==> src/rtl/irq_pkg.sv <==
package irq_pkg;

  typedef enum logic [1:0] {
    SRC_DIV = 2'd0,
    SRC_SW  = 2'd1,
    SRC_NMI = 2'd2,
    SRC_BUS = 2'd3
  } srcSel_t;

  typedef enum logic [1:0] {
    ST_IDLE = 2'd0,
    ST_ACK1 = 2'd1,
    ST_GAP  = 2'd2,
    ST_ACK2 = 2'd3
  } ackState_t;

  // strobes from control to datapath
  typedef struct packed {
    logic    loadType;
    srcSel_t src;
    logic    clrNmi;
    logic    fire;
  } ctlStrobes_t;

endpackage

==> src/rtl/irq_datapath.sv <==
module irq_datapath
  import irq_pkg::*;
#(
  parameter int TYPE_W   = 8,
  parameter int DIV_TYPE = 0,
  parameter int NMI_TYPE = 2
) (
  input  logic              clk,
  input  logic              rstN,
  input  logic              nmiPin,
  input  logic [TYPE_W-1:0] swType,
  input  logic [TYPE_W-1:0] dataBus,
  input  ctlStrobes_t       st,
  output logic              nmiPend,
  output logic              takeInt,
  output logic [TYPE_W-1:0] intType,
  output logic [TYPE_W+1:0] vecAddr
);

  localparam int ADDR_W = TYPE_W + 2;

  logic              nmiPrev;
  logic              nmiEdge;
  logic [TYPE_W-1:0] nextType;

  assign nmiEdge = nmiPin & ~nmiPrev;

  // edge latch: a new edge wins over a clear in the same cycle
  always_ff @(posedge clk) begin
    if (!rstN) begin
      nmiPrev <= 1'b1;
      nmiPend <= 1'b0;
    end else begin
      nmiPrev <= nmiPin;
      if (nmiEdge)        nmiPend <= 1'b1;
      else if (st.clrNmi) nmiPend <= 1'b0;
    end
  end

  always_comb begin
    unique case (st.src)
      SRC_DIV: nextType = TYPE_W'(DIV_TYPE);
      SRC_SW:  nextType = swType;
      SRC_NMI: nextType = TYPE_W'(NMI_TYPE);
      default: nextType = dataBus;
    endcase
  end

  always_ff @(posedge clk) begin
    if (!rstN) begin
      intType <= '0;
      takeInt <= 1'b0;
    end else begin
      takeInt <= st.fire;
      if (st.loadType) intType <= nextType;
    end
  end

  assign vecAddr = ADDR_W'({intType, 2'b00});

  AST_NMI_SET: assert property (@(posedge clk) disable iff (!rstN)
    $rose(nmiPin) && $past(rstN) |=> nmiPend) else $error("nmi edge lost");

  AST_NMI_HOLD: assert property (@(posedge clk) disable iff (!rstN)
    nmiPend && !st.clrNmi |=> nmiPend) else $error("nmi latch dropped");

  AST_TAKE_SINGLE: assert property (@(posedge clk) disable iff (!rstN)
    takeInt |=> !takeInt) else $error("take longer than one cycle");

  AST_TYPE_HOLD: assert property (@(posedge clk) disable iff (!rstN)
    !st.loadType |=> $stable(intType)) else $error("type changed without load");

endmodule

==> src/rtl/irq_ctrl.sv <==
module irq_ctrl
  import irq_pkg::*;
#(
  parameter int ACK_LOW_CYCLES = 2,
  parameter int ACK_GAP_CYCLES = 1
) (
  input  logic        clk,
  input  logic        rstN,
  input  logic        instrBoundary,
  input  logic        divZero,
  input  logic        swReq,
  input  logic        intrPin,
  input  logic        ieFlag,
  input  logic        nmiPend,
  input  logic        takeInt,
  output ctlStrobes_t st,
  output logic        intaN
);

  localparam int MAX_CNT = (ACK_LOW_CYCLES > ACK_GAP_CYCLES) ? ACK_LOW_CYCLES : ACK_GAP_CYCLES;
  localparam int CNT_W   = (MAX_CNT < 2) ? 1 : $clog2(MAX_CNT);
  localparam logic [CNT_W-1:0] LOW_LAST = CNT_W'(ACK_LOW_CYCLES - 1);
  localparam logic [CNT_W-1:0] GAP_LAST = CNT_W'(ACK_GAP_CYCLES - 1);

  ackState_t        state, nextState;
  logic [CNT_W-1:0] cnt, nextCnt;
  logic             decide;

  assign decide = (state == ST_IDLE) && instrBoundary && !takeInt;

  always_comb begin
    st        = '0;
    nextState = state;
    nextCnt   = cnt;
    unique case (state)
      ST_IDLE: begin
        if (decide) begin
          if (divZero) begin
            st.loadType = 1'b1;
            st.src      = SRC_DIV;
            st.fire     = 1'b1;
          end else if (swReq) begin
            st.loadType = 1'b1;
            st.src      = SRC_SW;
            st.fire     = 1'b1;
          end else if (nmiPend) begin
            st.loadType = 1'b1;
            st.src      = SRC_NMI;
            st.clrNmi   = 1'b1;
            st.fire     = 1'b1;
          end else if (intrPin && ieFlag) begin
            nextState = ST_ACK1;
            nextCnt   = '0;
          end
        end
      end
      ST_ACK1: begin
        if (cnt == LOW_LAST) begin
          nextState = ST_GAP;
          nextCnt   = '0;
        end else begin
          nextCnt = cnt + 1'b1;
        end
      end
      ST_GAP: begin
        if (cnt == GAP_LAST) begin
          nextState = ST_ACK2;
          nextCnt   = '0;
        end else begin
          nextCnt = cnt + 1'b1;
        end
      end
      default: begin
        if (cnt == LOW_LAST) begin
          st.loadType = 1'b1;
          st.src      = SRC_BUS;
          st.fire     = 1'b1;
          nextState   = ST_IDLE;
          nextCnt     = '0;
        end else begin
          nextCnt = cnt + 1'b1;
        end
      end
    endcase
  end

  always_ff @(posedge clk) begin
    if (!rstN) begin
      state <= ST_IDLE;
      cnt   <= '0;
      intaN <= 1'b1;
    end else begin
      state <= nextState;
      cnt   <= nextCnt;
      intaN <= !((nextState == ST_ACK1) || (nextState == ST_ACK2));
    end
  end

  AST_MASKED_QUIET: assert property (@(posedge clk) disable iff (!rstN)
    (state == ST_IDLE) && !ieFlag |=> intaN) else $error("ack while disabled");

  AST_GAP_HIGH: assert property (@(posedge clk) disable iff (!rstN)
    (state == ST_GAP) |-> intaN) else $error("ack low in gap");

endmodule

==> src/rtl/irq_recognizer.sv <==
module irq_recognizer
  import irq_pkg::*;
#(
  parameter int TYPE_W         = 8,
  parameter int ACK_LOW_CYCLES = 2,
  parameter int ACK_GAP_CYCLES = 1
) (
  input  logic              clk,
  input  logic              rstN,
  input  logic              nmiPin,
  input  logic              intrPin,
  input  logic              ieFlag,
  input  logic              instrBoundary,
  input  logic              divZero,
  input  logic              swReq,
  input  logic [TYPE_W-1:0] swType,
  input  logic [TYPE_W-1:0] dataBus,
  output logic              takeInt,
  output logic [TYPE_W-1:0] intType,
  output logic [TYPE_W+1:0] vecAddr,
  output logic              intaN
);

  ctlStrobes_t st;
  logic        nmiPend;

  irq_ctrl #(
    .ACK_LOW_CYCLES(ACK_LOW_CYCLES),
    .ACK_GAP_CYCLES(ACK_GAP_CYCLES)
  ) uCtrl (
    .clk(clk), .rstN(rstN), .instrBoundary(instrBoundary), .divZero(divZero),
    .swReq(swReq), .intrPin(intrPin), .ieFlag(ieFlag), .nmiPend(nmiPend),
    .takeInt(takeInt), .st(st), .intaN(intaN)
  );

  irq_datapath #(
    .TYPE_W(TYPE_W)
  ) uData (
    .clk(clk), .rstN(rstN), .nmiPin(nmiPin), .swType(swType), .dataBus(dataBus),
    .st(st), .nmiPend(nmiPend), .takeInt(takeInt), .intType(intType), .vecAddr(vecAddr)
  );

endmodule

==> config.mk <==
export PLATFORM = sky130hd
export DESIGN_NAME = irq_recognizer
export DESIGN_NICKNAME = d
export VERILOG_FILES = /design/src/rtl/irq_pkg.sv /design/src/rtl/irq_datapath.sv /design/src/rtl/irq_ctrl.sv /design/src/rtl/irq_recognizer.sv
export SDC_FILE = /design/constraint.sdc
export NUM_CORES = 1
export LEC_CHECK = 0
export BUFFER_PORTS_ARGS = -buffer_cell sky130_fd_sc_hd__buf_2
export CAP_MARGIN = 30
export CORE_MARGIN = 3
export CORE_UTILIZATION = 45
export CTS_BUF_LIST = sky130_fd_sc_hd__clkbuf_8
export CTS_CLUSTER_DIAMETER = 100
export DETAILED_ROUTE_END_ITERATION = 8
export GPL_ROUTABILITY_DRIVEN = 1
export PLACE_DENSITY = 0.78
export REMOVE_ABC_BUFFERS = 1
export SLEW_MARGIN = 20
export SYNTH_ARGS = -nofsm -noshare
export SYNTH_HDL_FRONTEND = slang
export SYNTH_SLANG_ARGS = --single-unit
==> constraint.sdc <==
create_clock -name clk -period 2.2 [get_ports clk]
set_clock_uncertainty 0.15 [all_clocks]
set_input_delay 0.22 -clock clk [delete_from_list [all_inputs] [get_ports clk]]
set_output_delay 0.22 -clock clk [all_outputs]
set_load 0.005 [all_outputs]
### Yosys cells after proc, flatten, opt, wreduce, memory -nomap -nowiden

Index checks and enable logic that the tools add are counted.

* add/sub/neg operators: 1
* equal/unequal tests: 11
* muxes and demuxes: 33
* bitwise gates (word level): 2
* reduce and logical (&&, ||, !) cells: 11

Operators with widths (count)
* $pmux 8 s3: 1
* $mux 2: 8
* $mux 1: 15
* $mux 5: 2
* $mux 3: 3
* $ne 2x2->1 const B: 4
* $eq 2x1->1 const B: 3
* $eq 2x2->1 const B: 3
* $pmux 2 s3: 1
* $pmux 3 s2: 1
* $reduce_and 5->1: 1
* $logic_not 2->1: 2
* $pmux 1 s2: 2
* $logic_and 1x1->1: 3
* $logic_not 1->1: 2
* $ne 2x1->1 const B: 1
* $reduce_bool 2->1: 1
* $reduce_or 2->1: 1
* $add 1x1->1 const B: 1
* $and 1x1->1: 1
* $logic_or 1x1->1: 1
* $not 1->1: 1

* register bits after elaboration: 15
* input port bits: 24
* word-level logic and storage cells: 65

### Depth between registers and ports, before layout

Gate-level depths: netlist of run 1.

* depth after elaboration: 10
* mapped depth: 6
* depth with buffers taken out: 3

### Hierarchy

From an unflattened synthesis of run 1, not the netlist that was laid out.

* cells, all modules: 84
* area, all modules: 778.2 µm²

By module, submodules not included
* irq_datapath: instances 1, cells an instance 57, area an instance 525.5 µm², sequential area each 220.2 µm²
* irq_ctrl: instances 1, cells an instance 27, area an instance 252.7 µm², sequential area each 80.1 µm²

### Worst setup path before layout of run 1

Ideal clock, no wire load.

* path type: register to register
* from: register uCtrl.state[0]
* to: register uData.intType[0]
* setup time: 0.087 ns
* arrival: 1.351 ns
* required time: 1.963 ns
* slack: 0.612 ns
* cell stages (with the launch flop): 5
* buffers on the path: 1
* cells stage by stage: dfxtp_1 > buf_6 > nor4b_4 > nand2_2 > a221oi_2

* cells in the longest elaborated chain, start to end: 7
* elaborated cells between the ends (all ways): 12
* those cells by class: eq/ne (4); mux (3); reduce/logical (5)

RTL lines
* from (decl): RTL line irq_ctrl.sv:25 `ackState_t state, nextState;`
* from (signal assigned): RTL line irq_ctrl.sv:93 `state <= nextState;`
* $logic_not 2->1: RTL line irq_ctrl.sv:29, irq_ctrl.sv:35
* $logic_and 1x1->1 (2 in series): RTL line irq_ctrl.sv:29 `assign decide = (state == ST_IDLE) && instrBoundary && !takeInt;`
* $mux 5: RTL line irq_ctrl.sv:37 `if (decide) begin`
* $pmux 3 s2 *: RTL line irq_ctrl.sv:35 `unique case (state)`
* $eq 2x2->1 (tied with other cells): RTL line irq_datapath.sv:41 `unique case (st.src)`
* $pmux 8 s3: RTL line irq_datapath.sv:41
* to (signal assigned): RTL line irq_datapath.sv:55 `if (st.loadType) intType <= nextType;`
* to (decl): RTL line irq_datapath.sv:16 `output logic [TYPE_W-1:0] intType,`

Mark *: on every way between the ends. The rest lies on a longest branch, timed or not.
A chain may end at the register's enable or synchronous reset.

### Final worst setup path of run 1

* from: register uCtrl.state[0]
* to: register uData.intType[3]

Same word-level chain as after synthesis.

==> results of run 1 <==
routing by layer:
layer | track usage [%] | vias to the layer above | part of all wire [%]
met3 | 7.03 | 0 | 6.0
li1 | - | 360 | -
met5 | 0 | - | 0
met1 | 19.7 | 336 | 43
met2 | 27.4 | 21 | 51
met4 | 2.84 | 0 | 0
per-stage QoR:
| step | instance area [um2] | hold slack, ns | setup slack [ns] |
|---|---|---|---|
| 2_1_floorplan | 721 | 0.142 | 0.649 |
| 4_1_cts | 1000 | 0.0302 | 0.426 |
| 6_report | 1000 | 0.0304 | 0.416 |
| 5_1_grt | 1000 | 0.0282 | 0.312 |
| 3_3_place_gp | 956 | 0.270 | 0.512 |
| 3_5_place_dp | 956 | 0.284 | 0.433 |
power groups by stage:
stage / Combinational, mW / Sequential, mW / Clock (mW)
2_1_floorplan: 0.0578 / 0.310 / 0
3_3_place_gp: 0.117 / 0.305 / 0
3_5_place_dp: 0.120 / 0.306 / 0
4_1_cts: 0.120 / 0.300 / 0.220
5_1_grt: 0.130 / 0.303 / 0.236
6_report: 0.119 / 0.300 / 0.215
layout by cell type (no fill, tap or decap), types with 2 or more instances in the layout:
master / netlist / layout
a21oi_1: 3 / 3
a221oi_2: 7 / 7
a32oi_1: 7 / 7
buf_2: 1 / 41
clkbuf_8: 0 / 3
conb_1: 1 / 2
dfxtp_1: 15 / 15
inv_1: 2 / 3
nand2b_1: 2 / 2
nand3_1: 2 / 2
nor2_1: 9 / 9
nor2b_1: 2 / 2
o21ai_0: 2 / 2
worst paths after layout:
check        depth (start not counted)                to           start
max reg2reg                          3  uData.intType[3]  uCtrl.state[0]
min reg2reg                          2     uData.nmiPend   uData.nmiPend
min                                  2     uData.nmiPrev          nmiPin
max                                  3  uData.intType[3]  uCtrl.state[0]
flip-flops by register name (all words and copies together) (netlist names):
register and count:
uData.intType 8, uCtrl.state 2, uCtrl.cnt 1, uCtrl.intaN 1
uData.nmiPend 1, uData.nmiPrev 1, uData.takeInt 1
cell families (layout without fill, tap and decap cells):
group / Yosys count / count (layout) / synth area share, %
compound gates: 25 / 25 / 29.9
simple gates: 24 / 24 / 18.0
buf+inv: 17 / 47 / 14.3
flops: 15 / 15 / 36.3
other cells: 1 / 2 / 0.453
xor+xnor: 1 / 1 / 1.06
worst reg2reg max path, stage by stage (launching register included):
cell and delay, ns:
dfxtp_1 0.38, nor4b_4 0.59, nand2_2 0.29, a221oi_2 0.29
cell type report:
cell class | instances | area, um2
fill | 150 | 611
sequential | 15 | 300
inverter | 2 | 7.51
clock inverter | 1 | 3.75
timing repair buffer | 41 | 205
tap | 24 | 30.0
multi-input combinational | 52 | 413
clock buffer | 3 | 41.3
==> out/summary.txt, run 1 <==
Wirelength per Cell: 13.4 um
endpoints failing setup: 0
Power Internal: 472 uW
Ports: 44
CP delay by family, top: simple AND/OR/NAND/NOR gates
Req. time, crit path: 2.21 ns
slew at the pin with the worst max-slew slack: 0.567 ns
Synth top cells by count: 15 x dfxtp_1, 10 x buf_4, 9 x nor2_1
row cnt: 14
Yosys Warn Count: 0
Final Non-Filler Cells: 138
synth top area cells: dfxtp_1 36%, a221oi_2 13%, buf_4 9.1%
clk_lat worst skew: 0.25 ns
FFs w/ async S/R, synth: 0%
CP Launch Type: flop
Max-slew headroom: 62.0%
Initial Utilization: 51.4%
routed vias/inst: 5.20
Fin. Hold Viols: 0
Post CTS Setup Buffer Count: 0
cell area after synthesis: 828 um2
CP max FO: 9
P per Cell Area: 633 nW/um2
sequential power share: 47.3%
Placeable Area: 1610 um2
Synth-to-Final Area Change: 20.8%
die width: 48.9 um
routability congestion estimate: 0.793
TritonCTS clock tree: built
# DRC: 0
die area: 2390 um2
max-cap violation count: 0
clock power share: 33.9%
Tot GR Track Use: 16.4%
crit-path max cell delay: 0.59 ns
Mapped Avg Cell Area: 9.98 um2
Period minus WS final: 1.78 ns
RSZ-0062 raised after global routing: no
FF-to-FF setup slack: 0.42 ns
WS Path Type: flop to flop
main flop type after synthesis: dfxtp_1
share of the synthesized area in the top cell type: 36.3%
Worst-path clk slew: 0.06 ns
leakage: 0.443 nW
slowest stage cell, crit path: nor4b_4
max-slew violation count: 0
status: finished clean
CTS Buffer Depth: 2
top-count cell post-synth: dfxtp_1
CTS root buf: clkbuf_8
Yosys cell types: 32
largest net degree at the start of global routing: 17
share of layout cells above drive strength 1: 48.2%
vias in the first global route: 682
CTS Buf Count: 3
part of the power in combinational logic: 18.7%
Seq cells post-synth: 15
maximum VDD drop: 0.559 mV
vias: 717
clock sink total: 15
first-pass GRT wire length: 3090 um
Sw Ratio: 25.5%
Hold Path Class: input pin to flop
antenna violations before repair: 0
diode count: 0
IO Port Bufs: 41
hold_buf cts: 0
EDFF count, synth: 0
WL final: 1850 um
overall power: 634 uW
Die H: 48.9 um
CTS resizes: 0
Cell Chain, Critical Path: nor4b_4, nand2_2, a221oi_2
area leader, netlist: dfxtp_1
sequential-to-total area share from yosys stat: 36.3%
Final ANT Viol Nets: 0
final setup TNS: 0 ns
data arrival time of the worst path: 1.80 ns
Crit path buffers/inverters: 0
Final Net Count: 139
Pre-antenna DRT Iters: 4
Tcrit/Tclk final: 81.1%
cells after synthesis: 83
total gr overflow: 0
FMAX: 0.561 GHz
Net Sw Power: 161 uW
dpl hpwl: 1400 um
htree depth: 1
fin util: 62.1%
element type at the critical path end: flop
placed cell count: 134
DRT iter0 DRCs: 14
(Power assumes the default switching activity.)
==> run 2, diff against run 1 <==
ABC_AREA = 1   (was unset)
clock period = 1.7 ns   (was 2.2 ns; I/O delays follow)
==> run 2 against run 1 <==
  * Critical path depth increased by 5
  * First-iteration DRC count increased by 21%
  * Power increased by 110%
  * Count of clock-buffer cells in the layout unchanged
  * Sequential power increased by 75%
  * Non-clock buffer count increased by 2
  * Design area increased by 2.2%
  * Sequential share of layout area decreased by 0.66 points
  * Critical path type unchanged
  * Largest cell class unchanged
==> out/summary.txt, run 2 <==
FF-to-FF setup slack: 0.29 ns (-0.12 ns)
Tot GR Track Use: 15.7% (-0.66 points)
Pre-antenna DRT Iters: 6 (+2)
RR Endpoint: uData.intType[3]
slew at the pin with the worst max-slew slack: 0.511 ns (-0.0557 ns)
Crit path buffers/inverters: 1 (+1)
commonest non-fill, non-tap cell in the layout: buf_2
endpoints failing setup: 0 (unchanged)
routed vias/inst: 4.47 (-14%)
main flop type after synthesis: dfxtp_1
hold path startpoint: rstN
footprint of the multi-input gates: 347 um2 (-16%)
CP max FO: 15 (+6)
die width: 48.7 um (-0.40%)
vias: 832 (+16%)
Seq cells post-synth: 15 (unchanged)
leakage: 0.605 nW (+37%)
Synth top cells by count: 29 x nor2_1, 21 x inv_1, 19 x nand2_1
final setup TNS: 0 ns (unchanged)
diode count: 0 (unchanged)
TritonCTS clock tree: built
Placeable Area: 1610 um2 (unchanged)
first-pass GRT wire length: 2950 um (-4.5%)
max-slew violation count: 0 (unchanged)
htree depth: 1 (unchanged)
Mapped Avg Cell Area: 6.46 um2 (-35%)
dpl hpwl: 1450 um (+3.6%)
Initial Utilization: 50.9% (-0.47 points)
synth top area cells: dfxtp_1 37%, nor2_1 13%, buf_4 10%
CTS Buf Count: 3 (unchanged)
Die H: 48.7 um (-0.40%)
FF/Latch Area: 300 um2 (unchanged)
EDFF count, synth: 0 (unchanged)
Worst-path clk slew: 0.06 ns (about the same)
die area: 2370 um2 (-0.80%)
RSZ-0062 raised after global routing: no
Top reg by flops: uData.intType
Hold Crit Endpoint: uCtrl.intaN
max FFs per register: 8 (unchanged)
element type at the critical path end: flop
fill cell count: 160 (+6.7%)
antenna violations before repair: 0 (unchanged)
cell area after synthesis: 821 um2 (-0.91%)
CTS Buffer Depth: 2 (unchanged)
Ports: 44 (unchanged)
CTS root buf: clkbuf_8
Cell Chain, Critical Path: inv_1, nand2_2, nor2_2, nand2_1, nand2_4, nand2_1, nor2_1, nor2_1
Hold Path Class: input pin to flop
Post CTS Setup Buffer Count: 0 (unchanged)
# DRC: 0 (unchanged)
Period minus WS final: 1.41 ns (-0.377 ns)
slowest stage cell, crit path: dfxtp_1
CP delay by family, top: simple AND/OR/NAND/NOR gates
cells after synthesis: 127 (+53%)
Max-slew headroom: 65.8% (+3.7 points)
IO Port Bufs: 41 (unchanged)
most frequent cells in the layout: 41 x buf_2, 29 x nor2_1, 22 x inv_1
P per Cell Area: 1320 nW/um2 (+110%)
FFs w/ async S/R, synth: 0% (unchanged)
Req. time, crit path: 1.68 ns (-0.53 ns)
Final Net Count: 187 (+35%)
placed cell count: 181 (+35%)
status: finished clean
crit-path max cell delay: 0.31 ns (-0.28 ns)
Synth-to-Final Area Change: 24.7%
vias in the first global route: 760 (+11%)
Final ANT Viol Nets: 0 (unchanged)
area leader, netlist: dfxtp_1
FF-to-FF Start: uCtrl.state[0]
r2r worst-path depth: 8 (+5)
clk_lat worst skew: 0.24 ns (about the same)
overall power: 1.35 mW (+110%)
Tcrit/Tclk final: 82.7% (+1.6 points)
Wirelength per Cell: 9.85 um (-26%)
top-count cell post-synth: nor2_1
total gr overflow: 0 (unchanged)
data arrival time of the worst path: 1.39 ns (-0.41 ns)
WS Path Type: flop to flop
top flop regs: uData.intType (8), uCtrl.state (2)
share of layout cells above drive strength 1: 30.9% (-17 points)
CP Launch Type: flop
maximum VDD drop: 0.610 mV (+9.0%)
CTS resizes: 0 (unchanged)
hold_buf cts: 1 (+1)
Yosys cell types: 17 (-47%)
WHS: 0.0618 ns (+0.0314 ns)
sequential-to-total area share from yosys stat: 36.6% (+0.33 points)
Fin. Hold Viols: 0 (unchanged)
FMAX: 0.711 GHz (+27%)
clock sink total: 15 (unchanged)
WL final: 1830 um (-0.70%)
WP depth: 8 (+5)
row cnt: 14 (unchanged)
DRT iter0 DRCs: 17 (+3)
hold depth: 2 (unchanged)
largest net degree at the start of global routing: 16 (-1)
max-cap violation count: 0 (unchanged)
share of the synthesized area in the top cell type: 36.6% (+0.33 points)
routability congestion estimate: 0.873 (+10%)
Yosys Warn Count: 0 (unchanged)
Final Non-Filler Cells: 186 (+35%)
[run 2: how the worst max path moves through the flow]
stage / end / slack (ns) / startpoint
after detailed placement: uData.intType[3] / 0.30 / uCtrl.state[0]
after global placement: uData.intType[3] / 0.37 / uCtrl.state[0]
after CTS: uData.intType[3] / 0.28 / uCtrl.state[0]
final: uData.intType[3] / 0.29 / uCtrl.state[0]
after global routing: uData.intType[3] / 0.16 / uCtrl.state[0]
after floorplan: uData.intType[0] / 0.30 / uCtrl.state[0]
[run 2: cells by family (layout without fill, tap and decap cells)]
family	Yosys count	in the layout	share of synthesized area (%)
AO/OA/AOI/OAI	12	12	7.62
buffers and inverters	34	68	21.6
flip-flops	15	15	36.6
other	1	2	0.457
AND/OR/NAND/NOR	65	65	33.7
[run 2: layer usage]
layer  track usage, %  routed length, um
met2             27.6                842
met1             17.2                821
met5                0                  0
met4             9.48                 17
met3             3.37                152
[run 2: cell type report]
| cell class | instances | share of cell area [%] |
|---|---|---|
| multi-input cells | 79 | 33.9 |
| flip-flops and latches | 15 | 29.3 |
| repair buffers | 43 | 21.8 |
| inverters | 21 | 7.70 |
| clock buffers | 3 | 4.03 |
| well taps | 24 | 2.93 |
| clock inverters | 1 | 0.367 |
[run 2: worst reg2reg max path: stages (launching register included)]
cell and delay (ns):
dfxtp_1 0.31, inv_1 0.08, nand2_2 0.07, nor2_2 0.17
nand2_1 0.14, nand2_4 0.15, nand2_1 0.07, nor2_1 0.10
nor2_1 0.05
[run 2: metrics by stage]
step,cell area (um2),util (%),setup slack [ns]
6_report,1020,63.5,0.294
5_1_grt,1020,63.5,0.156
4_1_cts,1020,63.5,0.281
3_5_place_dp,968,60.1,0.295
3_3_place_gp,968,60.1,0.370
2_1_floorplan,726,-,0.305
[run 2: power by group]
part / leakage [nW] / internal (mW) / switching, mW
Sequential: 0.123 / 0.460 / 0.0636
Combinational: 0.455 / 0.231 / 0.318
Clock: 0.0269 / 0.159 / 0.118
Total: 0.605 / 0.851 / 0.499
==> run 3, diff against run 2 <==
CORE_UTILIZATION = 41   (was 45)
PLACE_DENSITY = 0.75   (was 0.78)
clock period = 1.25 ns   (was 1.7 ns; I/O delays follow)
==> run 3 against run 2 <==
  * The flow now finishes with violations (setup timing)
  * Sequential share of layout area shrank 2.9 points
  * Sequential power is 42% higher
  * Setup slack lost 0.31 ns
  * Die area is 8.5% higher
  * Fmax increased by 11%
  * Register-to-register slack worse by 0.31 ns
  * Critical path type unchanged
==> out/summary.txt, run 3 (synthesis gave the netlist of run 2 again) <==
status: finished, violations left
failing checks: setup timing
Req. time, crit path: 1.28 ns (-0.40 ns)
Synth-to-Final Area Change: 40.2%
Hold Crit Endpoint: uCtrl.intaN
setup slack at placement: -0.0601 ns (-0.355 ns)
die area: 2570 um2 (+8.5%)
leakage: 0.660 nW (+9.1%)
FF-to-FF Start: uCtrl.state[0]
endpoints failing setup: 9 (+9)
Max-slew headroom: 59.5% (-6.2 points)
data arrival time of the worst path: 1.29 ns (-0.10 ns)
Pre-antenna DRT Iters: 4 (-2)
Top reg by flops: uData.intType
Die H: 50.7 um (+4.2%)
TritonCTS clock tree: built
clk_lat worst skew: 0.24 ns (about the same)
overall power: 2.21 mW (+63%)
Worst-path clk slew: 0.06 ns (about the same)
max FFs per register: 8 (unchanged)
largest net degree at the start of global routing: 11 (-5)
share of layout cells above drive strength 1: 43.8% (+13 points)
final setup TNS: -0.0618 ns (-0.0618 ns)
RR Endpoint: uData.intType[0]
CTS Buffer Depth: 2 (unchanged)
placed cell count: 184 (+1.7%)
# DRC: 0 (unchanged)
CP max FO: 5 (-10)
commonest non-fill, non-tap cell in the layout: buf_2
DRT iter0 DRCs: 7 (-10)
routability congestion estimate: 0.848 (-2.9%)
element type at the critical path end: flop
Placeable Area: 1800 um2 (+12%)
CTS root buf: clkbuf_8
row cnt: 15 (+1)
setup ws final: -0.0159 ns (-0.310 ns)
Period minus WS final: 1.27 ns (-0.140 ns)
Tcrit/Tclk final: 101% (+19 points)
top flop regs: uData.intType (8), uCtrl.state (2)
maximum VDD drop: 1.05 mV (+71%)
WHS: 0.0365 ns (-0.0253 ns)
routed vias/inst: 4.54 (+1.4%)
RSZ-0062 raised after global routing: yes
Ports: 44 (unchanged)
DP Area: 985 um2 (+1.7%)
hold depth: 2 (unchanged)
dpl hpwl: 1450 um (-0.31%)
vias: 880 (+5.8%)
antenna violations before repair: 0 (unchanged)
total gr overflow: 0 (unchanged)
clock sink total: 15 (unchanged)
diode count: 0 (unchanged)
die width: 50.7 um (+4.2%)
Fin. Hold Viols: 0 (unchanged)
slew at the pin with the worst max-slew slack: 0.605 ns (+0.0933 ns)
WL final: 2120 um (+16%)
FMAX: 0.790 GHz (+11%)
WS Path Type: flop to flop
fill cell count: 169 (+5.6%)
CP Launch Type: flop
Final ANT Viol Nets: 0 (unchanged)
final instance area: 1150 um2 (+12%)
fin util: 63.9% (+0.38 points)
IO Port Bufs: 41 (unchanged)
Hold Path Class: input pin to flop
hold path startpoint: rstN
Initial Utilization: 45.6% (-5.4 points)
CTS Buf Count: 3 (unchanged)
most frequent cells in the layout: 41 x buf_2, 27 x nor2_1, 17 x inv_1
vias in the first global route: 795 (+4.6%)
r2r worst-path depth: 8 (unchanged)
FF-to-FF setup slack: -0.02 ns (-0.31 ns)
max-slew violation count: 0 (unchanged)
htree depth: 1 (unchanged)
max-cap violation count: 0 (unchanged)
first-pass GRT wire length: 3360 um (+14%)
Final Net Count: 194 (+3.7%)
Wirelength per Cell: 10.9 um (+11%)
Tot GR Track Use: 17.3% (+1.5 points)
Final Non-Filler Cells: 194 (+4.3%)
P per Cell Area: 1920 nW/um2 (+45%)
-- run 3: cell count changes in the layout (fill, tap and decap cells not counted), sizes merged --
| cell | change |
|---|---|
| buf | +6 |
| clkinv | +1 |
| inv | -1 |
| nand2 | +1 |
-- run 3: how the worst max path moves through the flow --
stage,cells after the start,end,start
2_1_floorplan,8,uData.intType[0],uCtrl.state[0]
3_3_place_gp,7,uCtrl.cnt,uData.takeInt
3_5_place_dp,7,uCtrl.cnt,uCtrl.state[0]
4_1_cts,8,uData.intType[0],uCtrl.state[0]
5_1_grt,8,uCtrl.state[0],uData.takeInt
6_report,8,uData.intType[0],uCtrl.state[0]
-- run 3: layout make-up --
type,count,area [um2],share of cell area [%]
multi-input cells,80,415,36.1
flip-flops and latches,15,304,26.4
repair buffers,49,275,23.9
inverters,21,78.8,6.85
clock buffers,3,41.3,3.59
well taps,25,31.3,2.72
clock inverters,1,5.00,0.435
-- run 3: critical path, stage by stage (launching register included) --
cell and delay, ns:
dfxtp_2 0.32, inv_2 0.06, nand2_2 0.08, nor2_4 0.14, buf_4 0.17, nand3_1 0.06, nand2_1 0.09, nor2_1 0.04
nor2_1 0.10
-- run 3: where the power goes --
group / switching [mW] / leakage, nW / internal (mW)
Combinational: 0.589 / 0.510 / 0.494
Clock: 0.160 / 0.0255 / 0.220
Sequential: 0.109 / 0.124 / 0.635
Total: 0.858 / 0.660 / 1.35
-- run 3: timing repair --
action	4_1_cts	5_1_grt
setup endpoints to repair	11	14
pin swaps	8	11
hold buffers	1	0
hold endpoints to repair	2	0
setup buffers	2	1
gates cloned	2	0
resized for setup	14	12
-- run 3: metal layers --
layer / share of wire, % / GRT usage [%]
met4: 2.4 / 10.3
met1: 45 / 20.4
met2: 45 / 28.7
met3: 7.4 / 3.26
met5: 0 / 0
